<file path="src/rtl/conv_power_ctl.sv">
module conv_power_ctl #(
  parameter int SETTLE_CYCLES = 1_500_000
) (
  input  logic clk,
  input  logic rst_n,
  input  logic ext_ref_mode,
  input  logic rw_bit,
  input  logic addr_match,
  input  logic addr_ack_fall,
  input  logic conv_done,
  input  logic mst_ack_valid,
  input  logic mst_nack,
  output logic core_en,
  output logic ref_en,
  output logic ref_ready
);

  localparam int CW = (SETTLE_CYCLES > 2) ? $clog2(SETTLE_CYCLES) : 1;
  localparam logic [CW-1:0] LAST = CW'(SETTLE_CYCLES - 1);

  logic          addr_seen;
  logic          rw_q;
  logic          armed;
  logic [CW-1:0] cnt;

  wire wake = addr_ack_fall & addr_seen & ~ext_ref_mode;
  wire kill = ext_ref_mode | (mst_ack_valid & mst_nack & armed);

  always_ff @(posedge clk or negedge rst_n) begin
    if (!rst_n) begin
      core_en <= 1'b0;
    end else if (addr_match) begin
      core_en <= 1'b1;
    end else if (conv_done) begin
      core_en <= 1'b0;
    end
  end

  always_ff @(posedge clk or negedge rst_n) begin
    if (!rst_n) begin
      addr_seen <= 1'b0;
      rw_q      <= 1'b0;
    end else if (addr_match) begin
      addr_seen <= 1'b1;
      rw_q      <= rw_bit;
    end else if (addr_ack_fall) begin
      addr_seen <= 1'b0;
    end
  end

  always_ff @(posedge clk or negedge rst_n) begin
    if (!rst_n) begin
      ref_en    <= 1'b0;
      ref_ready <= 1'b0;
      armed     <= 1'b0;
      cnt       <= '0;
    end else if (kill) begin
      ref_en    <= 1'b0;
      ref_ready <= 1'b0;
      armed     <= 1'b0;
      cnt       <= '0;
    end else begin
      if (wake) armed <= ~rw_q;
      if (wake && !ref_en) begin
        ref_en    <= 1'b1;
        ref_ready <= 1'b0;
        cnt       <= '0;
      end else if (ref_en && !ref_ready) begin
        if (cnt == LAST) ref_ready <= 1'b1;
        else             cnt <= cnt + 1'b1;
      end
    end
  end

endmodule

</file>
<file path="config.mk">
export PLATFORM = sky130hd
export DESIGN_NAME = conv_power_ctl
export DESIGN_NICKNAME = d
export VERILOG_FILES = /design/src/rtl/conv_power_ctl.sv
export SDC_FILE = /design/constraint.sdc
export NUM_CORES = 1
export LEC_CHECK = 0
export BUFFER_PORTS_ARGS = -buffer_cell sky130_fd_sc_hd__clkbuf_2
export CORE_AREA = 2 2 65 67
export DETAILED_ROUTE_END_ITERATION = 8
export DIE_AREA = 0 0 67 69
export HOLD_SLACK_MARGIN = 0.08
export PLACE_DENSITY = 0.64
export SLEW_MARGIN = 0
export SYNTH_ARGS = -nofsm -noshare
export SYNTH_HDL_FRONTEND = slang
export SYNTH_SLANG_ARGS = --single-unit
</file>
<file path="constraint.sdc">
create_clock -name clk -period 2.8 [get_ports clk]
set_input_delay 0.28 -clock clk [delete_from_list [all_inputs] [get_ports clk]]
set_output_delay 0.28 -clock clk [all_outputs]
set_load 0.005 [all_outputs]
</file>
Word level (Yosys, flattened, before mapping)
Index checks and enable logic that the tools add are counted.
{"block": "classes", "addsub": 1, "mux": 16, "n_eq_ne": 2, "reduce_logical": 12, "n_bitwise": 7}
{"op": "21-bit 2-to-1 mux", "count": 4}
{"op": "21-bit by 1-bit adder with 21-bit output, second input constant", "count": 1}
{"op": "21-bit equality test, second input constant", "count": 1}
{"op": "1-bit 2-to-1 mux", "count": 12}
{"op": "2-bit nonzero test", "count": 4}
{"op": "3-bit nonzero test", "count": 2}
{"op": "1-bit AND", "count": 4}
{"op": "2-bit AND reduction", "count": 2}
{"op": "3-bit != test, second input constant", "count": 1}
{"op": "1-bit logical AND", "count": 2}
{"op": "1-bit logical NOT", "count": 2}
{"op": "1-bit NOT", "count": 2}
{"op": "1-bit bitwise OR", "count": 1}
{"block": "word_totals", "output_inout_bits": 3, "word_cells": 45, "inputBits": 9, "ff_bits": 27}

Longest topological paths before layout
Gate-level depths: netlist (run 1).
{"block": "logic_depth", "depth_word": 5, "mapped_depth": 6, "mapped_depth_nobuf": 5}

Least setup slack after synthesis (run 1)
Ideal clock, no wire load.
{"block": "synth_timing", "kind": "register to register", "start": "register cnt[0]", "end": "register cnt[16]", "setup_time_ps": 78, "required_time_ps": 2722, "path_slack_ps": 920, "synth_period_minus_slack_ps": 1880, "arrival_ps": 1801, "path_stages_with_launch": 7, "path_cell_list": "dfrtp_1 -> ha_1 -> nand4_2 -> or3_1 -> clkbuf_2 -> or4_1 -> a21oi_1"}
{"block": "synth_between", "elab_chain_len": 5}
{"item": "from (decl)", "line_no": "24", "text": "logic [CW-1:0] cnt;"}
{"item": "from (signal assigned)", "line_no": "70", "text": "else cnt <= cnt + 1'b1;"}
{"item": "21-bit by 1-bit adder with 21-bit output", "line_no": "70"}
{"item": "21-bit 2-to-1 mux", "line_no": "69", "text": "if (cnt == LAST) ref_ready <= 1'b1;"}
{"item": "21-bit 2-to-1 mux", "line_no": "68", "text": "end else if (ref_en && !ref_ready) begin"}
{"item": "21-bit 2-to-1 mux", "line_no": "64", "text": "if (wake && !ref_en) begin"}
{"item": "21-bit 2-to-1 mux", "line_no": "57", "text": "end else if (kill) begin"}
Parallel ways exist; a longest one is shown, timed or not. The select of a mux whose other input is x is not followed.
A chain may end at the register's enable or synchronous reset.

Final worst setup path (run 1)
{"block": "layout_timing", "start": "register cnt[1]", "end": "register cnt[16]"}
Same word-level chain as after synthesis.

==> results by group, run 1 <==
Power
  – Net Sw Frac: 23.6%
  – Switching power: between 150 and 200 µW
  – PwrDens: between 400 and 500 nW/µm²
  – Static Leak: about 0.00066 µW
  – VDD IR max: approximately 0.37 mV
  – Sequential Power Share: between 50 and 60%
  – Clk network pwr share: 31.9%
  – P_int: approximately 520 µW
  – Logic gate share of total power: between 8 and 9%

Layout
  – Core Util, Final: 42.9%
  – Final #Nets: roughly 190
  – Ant diodes: 0
  – Proportion of layout cells with a drive suffix above 1: between 10% and 20%
  – Fill count: ~410
  – Post-route cell area: about 1700 µm²
  – Area delta synth->final: 10.1%

Floorplanning
  – Die height: slightly below 70 µm
  – Die X: about 67 µm
  – Die area: around 4600 µm²
  – Starting density of the core: a little under 40%
  – Num rows: 23
  – IO Count: 12
  – Core area: a little under 4000 µm²

Yosys
  – Seq/Total Area, Yosys: approximately 44%
  – Syn Nets: 176
  – Post-synth EDFFs: 0
  – Unique masters post-synth: 39
  – Async set-or-reset flop fraction in the synthesized netlist: 100%
  – Register bit total from synthesis: 27
  – Yosys top cell area share: between 40% and 50%
  – Post-Synthesis Cells: around 170
  – Average cell area after synthesis: roughly 9.2 µm²
  – Largest cells by area after synthesis: dfrtp_1 44%, nand2_1 6.6%, mux2i_1 5.9%
  – Cell taking the most area after synthesis: dfrtp_1
  – Yosys synthesis warning count: 0
  – Mapped Area: around 1500 µm²
  – Top post-synthesis cells by count: 27 x dfrtp_1, 27 x nand2_1, 10 x a21oi_1
  – Ys flop type: dfrtp_1

Critical path
  – Critical path class: reg -> reg
  – Critical Path Fanout Max: 7
  – CP startpoint kind: register
  – Crit. End Element: register
  – Reg2Reg Setup Slack: roughly 0.77 ns
  – CP peak stage delay: ~0.50 ns
  – Cell Chain, Critical Path: ha_1 -> nand4_2 -> or3_1 -> or4_1 -> a21oi_1
  – CP Buf/Inv Count: 0
  – Crit path DAT: around 2.2 ns
  – CP required: roughly 3 ns
  – Reg2reg path depth: 5
  – Setup crit start: cnt[1]$_DFFE_PN0P_
  – Slowest cell on crit path: or4_1
  – Crit path to: cnt[16]$_DFFE_PN0P_
  – RR Startpoint: cnt[1]$_DFFE_PN0P_
  – FF-to-FF End: cnt[16]$_DFFE_PN0P_
  – Crit path max-delay family: simple AND/OR/NAND/NOR gates
  – WP depth: 5

GRT
  – Total grt overflow: 0
  – Largest net degree at the start of global routing: 28
  – Total Routing Usage GR: between 10% and 20%
  – Number of global-route vias before repair: between 1,000 and 1,500
  – Initial antenna violation count: 0
  – Global-route wire length before repair: approximately 5800 µm

Placement
  – GP Congestion: slightly above 0.9
  – Hpwl dp: 2480 µm
  – Dpl cell area: around 1600 µm²
  – # port buffers: 11

Drt
  – Drt initial violations: between 40 and 50
  – DRT Wirelength: around 3400 µm
  – DR WL/cell: 14.8 µm
  – Via density: 5.67
  – DRC viols: 0
  – Iteration count of the initial detailed-routing pass: 4
  – Post-route ant nets: 0
  – Vias: 1,287

STA
  – RSZ-0062 raised after global routing: no
  – Fmax: approximately 0.49 GHz
  – TNS Setup: 0 ns
  – Final Skew: 0.0112 ns
  – Crit share post-route: between 70 and 80%
  – Worst Max-Slew Pin Slew: ~1.1 ns
  – Slew HR: a little over a quarter
  – Slew Limit Fails: 0
  – Period minus WS final: between 2 and 2.5 ns
  – Setup Viol. Count Final: 0
  – Endpoints failing hold: 0

Run
  – Max-cap violations: 0

Clocking
  – CTS tree: built
  – TritonCTS buffer count: 3
  – Clk_lat worst skew: 0.27 ns
  – H-tree depth: 1
  – Hold buffer count at cts: 1
  – CTS Root Cell: clkbuf_8
  – Max Buffers Root-to-Sink: 2
  – CTS clk-pin slew, worst paths: approximately 0.090 ns
  – Post-cts resize count: 0
  – Post-CTS Setup Inserts: 0
  – Clk sink count: 27

Status
  – Status: completed

Min path
  – Hold crit path type: in -> reg
==> per-layer routing <==
layer / wire [µm] / track usage [%] / vias to the layer above
met3: 94 / 3.75 / 4
met2: 1700 / 26.2 / 16
met1: 1540 / 20.6 / 639
li1: - / - / 628
met5: 0 / 0 / -
met4: 27 / 2.27 / 0
==> worst min path at each step <==
stage / start / end / slack, ns / depth (start not counted)
floorplan: rst_n / addr_seen$_DFFE_PN0P_ / -0.02 / 0
global placement: rst_n / cnt[14]$_DFFE_PN0P_ / 0.34 / 1
detailed placement: rst_n / cnt[14]$_DFFE_PN0P_ / 0.36 / 1
CTS: addr_match / core_en$_DFFE_PN0P_ / 0.24 / 2
global route: addr_match / core_en$_DFFE_PN0P_ / 0.24 / 2
finish: addr_match / core_en$_DFFE_PN0P_ / 0.24 / 2
==> flip-flops by register name (all words and copies together), names as in the netlist <==
register and cells:
ref_en 1, armed 1, addr_seen 1, cnt 21, ref_ready 1, core_en 1
rw_q 1
==> through the flow <==
| stage | total power [µW] | setup WS, ns | hold slack [ns] | cells |
|---|---|---|---|---|
| finish | 680 | 0.767 | 0.240 | 227 |
| global route | 709 | 0.691 | 0.243 | 227 |
| CTS | 693 | 0.771 | 0.237 | 227 |
| detailed placement | 471 | 0.782 | 0.364 | 222 |
| global placement | 466 | 0.869 | 0.339 | 222 |
| floorplan | 446 | 0.920 | -0.0156 | 166 |
==> power by group through the flow <==
| stage | Combinational (µW) | Sequential (µW) | Clock [µW] |
|---|---|---|---|
| 6_report | 59.4 | 403 | 217 |
| 5_1_grt | 67.1 | 405 | 237 |
| 4_1_cts | 60.6 | 403 | 229 |
| 3_5_place_dp | 59.6 | 411 | 0 |
| 3_3_place_gp | 55.4 | 411 | 0 |
| 2_1_floorplan | 35.9 | 410 | 0 |
==> worst register-to-register path: cells and delay by family (launching register included) <==
| family | cells | cell delay, ns |
|---|---|---|
| AOI/OAI and AO/OA | 1 | 0.16 |
| adders and majority gates | 1 | 0.22 |
| DFF | 1 | 0.41 |
| and+or+nand+nor | 3 | 1.16 |
==> kinds of logic (layout without fill, tap and decap cells) <==
group	after synthesis	after routing	share of synthesized area, %
compound gates	32	32	14.3
xor+xnor	3	3	1.72
fa+ha+maj	1	1	0.820
buf+inv	15	26	4.43
flops	27	27	44.3
mux	10	10	6.64
simple gates	78	78	27.8
==> layout make-up <==
cell class                      count  area, µm²  area share [%]
Clock buffer                        4       45.0            2.68
Inverter                            7       26.3            1.56
Multi-Input combinational cell    124        782            46.6
Sequential cell                    27        676            40.2
Tap cell                           50       62.6            3.73
Timing Repair Buffer               15       87.6            5.22
==> cell usage in the layout, fill, tap and decap left out, types with 2 or more instances in the layout <==
cell	instances
nand3_1	5
nor2_1	6
nand2_1	27
dfrtp_1	27
nor3_1	5
buf_4	3
a211oi_1	2
o31ai_1	2
nand4_1	4
inv_1	7
nand2b_1	7
o21ai_0	5
a21oi_1	10
nor4_1	4
or4_1	5
clkbuf_8	3
o211ai_1	2
mux2i_1	9
xnor2_1	3
a31oi_1	2
or3_1	6
clkbuf_2	11
a2111o_1	4
a21o_1	2
Note: power is estimated with default switching activity, not from simulation.
==> inputs of run 2 (changes only) <==
- clock period: 2.8 -> 2.1 ns (I/O delays scaled with it)
==> results by group, run 2 (synthesized netlist as in run 1, its figures left out) <==
Power
  – PwrDens: 541 nW/µm² (+33%)
  – Switching power: 231 µW (+43%)
  – Logic gate share of total power: 9.1% (+0.4 points)
  – Sequential Power Share: 58.2% (-1.1 points)
  – VDD IR max: 0.289 mV (-22%)
  – Net Sw Frac: 24.9% (+1.3 points)
  – Clk network pwr share: 32.7% (+0.8 points)
  – P_int: 695 µW (+34%)
  – Static Leak: 0.000682 µW (+2.7%)

Layout
  – Fill count: 412 (unchanged)
  – Post-route cell area: 1710 µm² (+2.0%)
  – Ant diodes: 0 (unchanged)
  – Most frequent cells in the layout: 27 x nand2_1, 27 x dfrtp_1, 11 x clkbuf_2, 10 x a21oi_1, 9 x mux2i_1
  – Post-Layout Cell Count: 231 (+1.8%)
  – Core Util, Final: 43.8% (+0.86 points)
  – Area delta synth->final: 12.3%
  – Top reg by flops: cnt
  – Proportion of layout cells with a drive suffix above 1: 15.5% (+2.5 points)
  – Multi-input gate area: 782 µm² (unchanged)
  – Final #Nets: 192 (+2.1%)
  – Number of flip-flops in the largest register: 21 (unchanged)
  – Register Area: 676 µm² (unchanged)

GRT
  – Global-route wire length before repair: 6080 µm (+5.6%)
  – Initial antenna violation count: 0 (unchanged)
  – Total Routing Usage GR: 16.3% (+0.73 points)
  – Largest net degree at the start of global routing: 28 (unchanged)
  – Total grt overflow: 0 (unchanged)
  – Number of global-route vias before repair: 1,338 (+7.8%)

Critical path
  – Slowest cell on crit path: or4_1
  – CP Buf/Inv Count: 0 (unchanged)
  – Crit path DAT: 2.15 ns (-0.07 ns)
  – Crit. End Element: register
  – Cell Chain, Critical Path: ha_1 -> nand4_2 -> or3_1 -> or4_1 -> a21oi_1
  – Crit path max-delay family: simple AND/OR/NAND/NOR gates
  – Critical path class: reg -> reg
  – CP required: 2.30 ns (-0.69 ns)
  – CP peak stage delay: 0.49 ns (about the same)
  – Critical Path Fanout Max: 7 (unchanged)
  – CP startpoint kind: register

Drt
  – Vias: 1,312 (+1.9%)
  – DR WL/cell: 15.0 µm (+1.3%)
  – Iteration count of the initial detailed-routing pass: 4 (unchanged)
  – Drt initial violations: 64 (+31%)
  – Via density: 5.68 (+0.18%)
  – Post-route ant nets: 0 (unchanged)
  – DRC viols: 0 (unchanged)
  – DRT Wirelength: 3460 µm (+3.1%)

Clocking
  – Hold buffer count at cts: 1 (unchanged)
  – Post-CTS Setup Inserts: 0 (unchanged)
  – Max Buffers Root-to-Sink: 2 (unchanged)
  – Clk sink count: 27 (unchanged)
  – CTS Root Cell: clkbuf_8
  – CTS clk-pin slew, worst paths: 0.10 ns (about the same)
  – CTS tree: built
  – H-tree depth: 1 (unchanged)
  – Post-cts resize count: 0 (unchanged)
  – TritonCTS buffer count: 3 (unchanged)
  – Clk_lat worst skew: 0.27 ns (about the same)

STA
  – Crit share post-route: 92.7% (+20 points)
  – TNS Setup: 0 ns (unchanged)
  – Slew HR: 46.1% (+20 points)
  – Fmax: 0.514 GHz (+4.5%)
  – Worst Max-Slew Pin Slew: 0.806 ns (-0.301 ns)
  – RSZ-0062 raised after global routing: no
  – Setup ws final: 0.154 ns (-0.613 ns)
  – Period minus WS final: 1.95 ns (-0.0873 ns)
  – Final Skew: 0.00177 ns (-0.00940 ns)
  – Endpoints failing hold: 0 (unchanged)
  – Setup Viol. Count Final: 0 (unchanged)
  – Slew Limit Fails: 0 (unchanged)

Floorplanning
  – Core area: 3910 µm² (unchanged)
  – Num rows: 23 (unchanged)
  – Die area: 4620 µm² (unchanged)
  – Die height: 69 µm (unchanged)
  – Starting density of the core: 39.0% (unchanged)
  – Die X: 67 µm (unchanged)
  – IO Count: 12 (unchanged)

Placement
  – GP Congestion: 0.888 (-3.5%)
  – Pre-CTS WS: 0.215 ns (-0.567 ns)
  – DP Cell Count: 226 (+1.8%)
  – Hpwl dp: 2530 µm (+2.2%)
  – # port buffers: 11 (unchanged)
  – Dpl cell area: 1650 µm² (+1.8%)

Status
  – Status: completed

Run
  – Max-cap violations: 0 (unchanged)

Min path
  – Hold crit path type: in -> reg
[run 2: changes by cell type in the layout (fill, tap and decap cells not counted), sizes merged]
cell	delta
buf	+4
clkinvlp	+1
clkbuf	-1
[run 2: area by class of cell]
cell class                      instances  share of cell area [%]
Sequential cell                        27                    39.4
Inverter                                7                    1.53
Tap cell                               50                    3.65
Timing Repair Buffer                   19                    6.87
Clock buffer                            3                    2.41
Clock inverter                          1                   0.438
Multi-Input combinational cell        124                    45.7
[run 2: routing by layer]
layer  vias up  part of all wire [%]  global-route usage [%]
met5         -                     0                       0
met4         0                  0.66                    4.31
met3         4                   2.5                    2.28
met2        26                    51                    27.7
met1       649                    46                    21.5
li1        633                     -                       -
[run 2: final timing paths]
check,cells after the start,slack [ns],from,endpoint
min reg2reg,1,0.47,rw_q$_DFFE_PN0P_,armed$_DFFE_PN0P_
min,2,0.15,addr_match,core_en$_DFFE_PN0P_
max,5,0.15,cnt[0]$_DFFE_PN0P_,cnt[16]$_DFFE_PN0P_
max reg2reg,5,0.15,cnt[0]$_DFFE_PN0P_,cnt[16]$_DFFE_PN0P_
max in group asynchronous,2,1.16,rst_n,cnt[0]$_DFFE_PN0P_
min in group asynchronous,2,0.50,rst_n,cnt[8]$_DFFE_PN0P_
[run 2: through the flow]
stage          total power, µW  hold WS (ns)
2_1_floorplan              594       -0.0856
5_1_grt                    970         0.162
4_1_cts                    935         0.156
3_3_place_gp               628         0.287
6_report                   926         0.155
3_5_place_dp               633         0.291
[run 2: power by group through the flow]
stage                     sequential, µW  clock, µW  combinational, µW
after detailed placement             549          0               84.2
after floorplan                      546          0               47.9
final                                539        303               84.6
after global routing                 540        334               96.1
after global placement               547          0               80.3
after CTS                            539        310               86.1
==> inputs of run 3 (changes only) <==
- clock period: 2.1 -> 2.3 ns (I/O delays scaled with it)
==> results by group, run 3 (synthesized netlist as in run 1, its figures left out) <==
Status
  – Status: completed

Drt
  – Drt initial violations: 58 (-9.4%)
  – Post-route ant nets: 0 (unchanged)
  – DRC viols: 0 (unchanged)
  – Via density: 5.67 (-0.20%)
  – Iteration count of the initial detailed-routing pass: 4 (unchanged)
  – DRT Wirelength: 3200 µm (-7.6%)
  – DR WL/cell: 14.0 µm (-6.8%)
  – Vias: 1,298 (-1.1%)

Power
  – Net Sw Frac: 24.6% (-0.30 points)
  – P_int: 635 µW (-8.7%)
  – Static Leak: 0.000673 µW (-1.4%)
  – Switching power: 207 µW (-10%)
  – PwrDens: 496 nW/µm² (-8.2%)
  – Tot Pwr: 842 µW (-9.0%)
  – Sequential Power Share: 58.4% (+0.2 points)
  – Clk network pwr share: 32.6% (about the same)
  – VDD IR max: 0.359 mV (+24%)
  – Logic gate share of total power: 9.0% (about the same)

GRT
  – Number of global-route vias before repair: 1,285 (-4.0%)
  – Global-route wire length before repair: 5940 µm (-2.3%)
  – Total grt overflow: 0 (unchanged)
  – Largest net degree at the start of global routing: 28 (unchanged)
  – Total Routing Usage GR: 15.9% (-0.40 points)
  – Initial antenna violation count: 0 (unchanged)

STA
  – Slew Limit Fails: 0 (unchanged)
  – Fmax: 0.487 GHz (-5.3%)
  – Setup Viol. Count Final: 0 (unchanged)
  – Crit share post-route: 89.4% (-3.3 points)
  – Slew HR: 48.7% (+2.6 points)
  – RSZ-0062 raised after global routing: no
  – Final Skew: 0.00277 ns (+0.00100 ns)
  – Worst Max-Slew Pin Slew: 0.768 ns (-0.0389 ns)
  – Setup ws final: 0.245 ns (+0.0907 ns)
  – Endpoints failing hold: 0 (unchanged)
  – Period minus WS final: 2.06 ns (+0.109 ns)
  – TNS Setup: 0 ns (unchanged)

Min path
  – Hold crit path type: in -> reg

Layout
  – Register Area: 676 µm² (unchanged)
  – Number of flip-flops in the largest register: 21 (unchanged)
  – Proportion of layout cells with a drive suffix above 1: 14.5% (-0.94 points)
  – Post-Layout Cell Count: 229 (-0.87%)
  – Post-route cell area: 1700 µm² (-0.88%)
  – Multi-input gate area: 782 µm² (unchanged)
  – Top reg by flops: cnt
  – Fill count: 410 (-0.49%)
  – Final #Nets: 190 (-1.0%)
  – Most frequent cells in the layout: 27 x nand2_1, 27 x dfrtp_1, 11 x clkbuf_2, 10 x a21oi_1, 9 x mux2i_1
  – Ant diodes: 0 (unchanged)
  – Area delta synth->final: 11.3%

Clocking
  – H-tree depth: 1 (unchanged)
  – Max Buffers Root-to-Sink: 2 (unchanged)
  – CTS Root Cell: clkbuf_8
  – Clk_lat worst skew: 0.27 ns (about the same)
  – TritonCTS buffer count: 3 (unchanged)
  – Post-CTS Setup Inserts: 0 (unchanged)
  – CTS tree: built
  – CTS clk-pin slew, worst paths: 0.09 ns (about the same)
  – Clk sink count: 27 (unchanged)

Critical path
  – Critical path class: reg -> reg
  – Reg2reg path depth: 5 (unchanged)
  – Critical Path Fanout Max: 7 (unchanged)
  – Cell Chain, Critical Path: ha_1 -> nand4_2 -> or3_1 -> or4_1 -> a21oi_1
  – Crit. End Element: register
  – Reg2Reg Setup Slack: 0.24 ns (+0.09 ns)
  – Slowest cell on crit path: or3_1
  – CP peak stage delay: 0.50 ns (about the same)
  – Crit path to: cnt[16]$_DFFE_PN0P_
  – CP startpoint kind: register
  – Setup crit start: cnt[0]$_DFFE_PN0P_
  – CP required: 2.50 ns (+0.20 ns)
  – RR Startpoint: cnt[0]$_DFFE_PN0P_
  – Crit path DAT: 2.25 ns (+0.10 ns)
  – FF-to-FF End: cnt[16]$_DFFE_PN0P_

Floorplanning
  – Num rows: 23 (unchanged)
  – Starting density of the core: 39.0% (unchanged)
  – IO Count: 12 (unchanged)
  – Die height: 69 µm (unchanged)
  – Die area: 4620 µm² (unchanged)
  – Core area: 3910 µm² (unchanged)
  – Die X: 67 µm (unchanged)

Run
  – Max-cap violations: 0 (unchanged)

Placement
  – # port buffers: 11 (unchanged)
  – Dpl cell area: 1640 µm² (-0.91%)
  – GP Congestion: 0.903 (+1.7%)
  – Hpwl dp: 2450 µm (-3.3%)
  – DP Cell Count: 224 (-0.88%)
  – Pre-CTS WS: 0.265 ns (+0.0505 ns)
-- run 3: through the flow --
step / util (%) / hold WS [ns]
floorplan: - / -0.0656
global placement: 41.9 / 0.292
detailed placement: 41.9 / 0.306
CTS: 43.4 / 0.173
finish: 43.4 / 0.181
global route: 43.4 / 0.176
-- run 3: worst max-delay path, delay by kind of cell (launching register included) --
family / cells / cell delay [ns]
adders and majority gates: 1 / 0.23
AOI/OAI and AO/OA: 1 / 0.15
DFF: 1 / 0.41
and+or+nand+nor: 3 / 1.18
-- run 3: layer usage --
metal | up-vias | track usage (%) | routed length [µm]
met1 | 643 | 22.0 | 1440
met2 | 19 | 26.5 | 1650
met5 | - | 0 | 0
met4 | 0 | 2.04 | 8
met3 | 3 | 2.94 | 105
li1 | 633 | - | -
-- run 3: power groups by stage --
stage                     Combinational [µW]  Clock, µW  Sequential [µW]
final                                   75.8        275              491
after CTS                               77.6        288              491
after global placement                  72.0          0              500
after detailed placement                75.8          0              501
after global routing                    87.2        309              493
after floorplan                         43.7          0              499
-- run 3: timing repair --
action / 4_1_cts / 5_1_grt
hold buffers: 1 / 0
resized for setup: 0 / 0
hold endpoints to repair: 27 / 0
-- run 3: how the worst min path moves through the flow --
stage               start                    end  slack, ns  cells past startpoint
3_3_place_gp        rst_n    cnt[14]$_DFFE_PN0P_       0.29                      1
4_1_cts        addr_match    core_en$_DFFE_PN0P_       0.17                      2
5_1_grt        addr_match    core_en$_DFFE_PN0P_       0.18                      2
2_1_floorplan       rst_n  addr_seen$_DFFE_PN0P_      -0.07                      0
6_report       addr_match    core_en$_DFFE_PN0P_       0.18                      2
3_5_place_dp        rst_n    cnt[16]$_DFFE_PN0P_       0.31                      1
-- run 3: layout make-up --
class                           count  share of cell area, %
Clock buffer                        3                   2.43
Clock inverter                      1                  0.442
Inverter                            7                   1.55
Multi-Input combinational cell    124                   46.1
Sequential cell                    27                   39.8
Tap cell                           50                   3.68
Timing Repair Buffer               17                   6.04
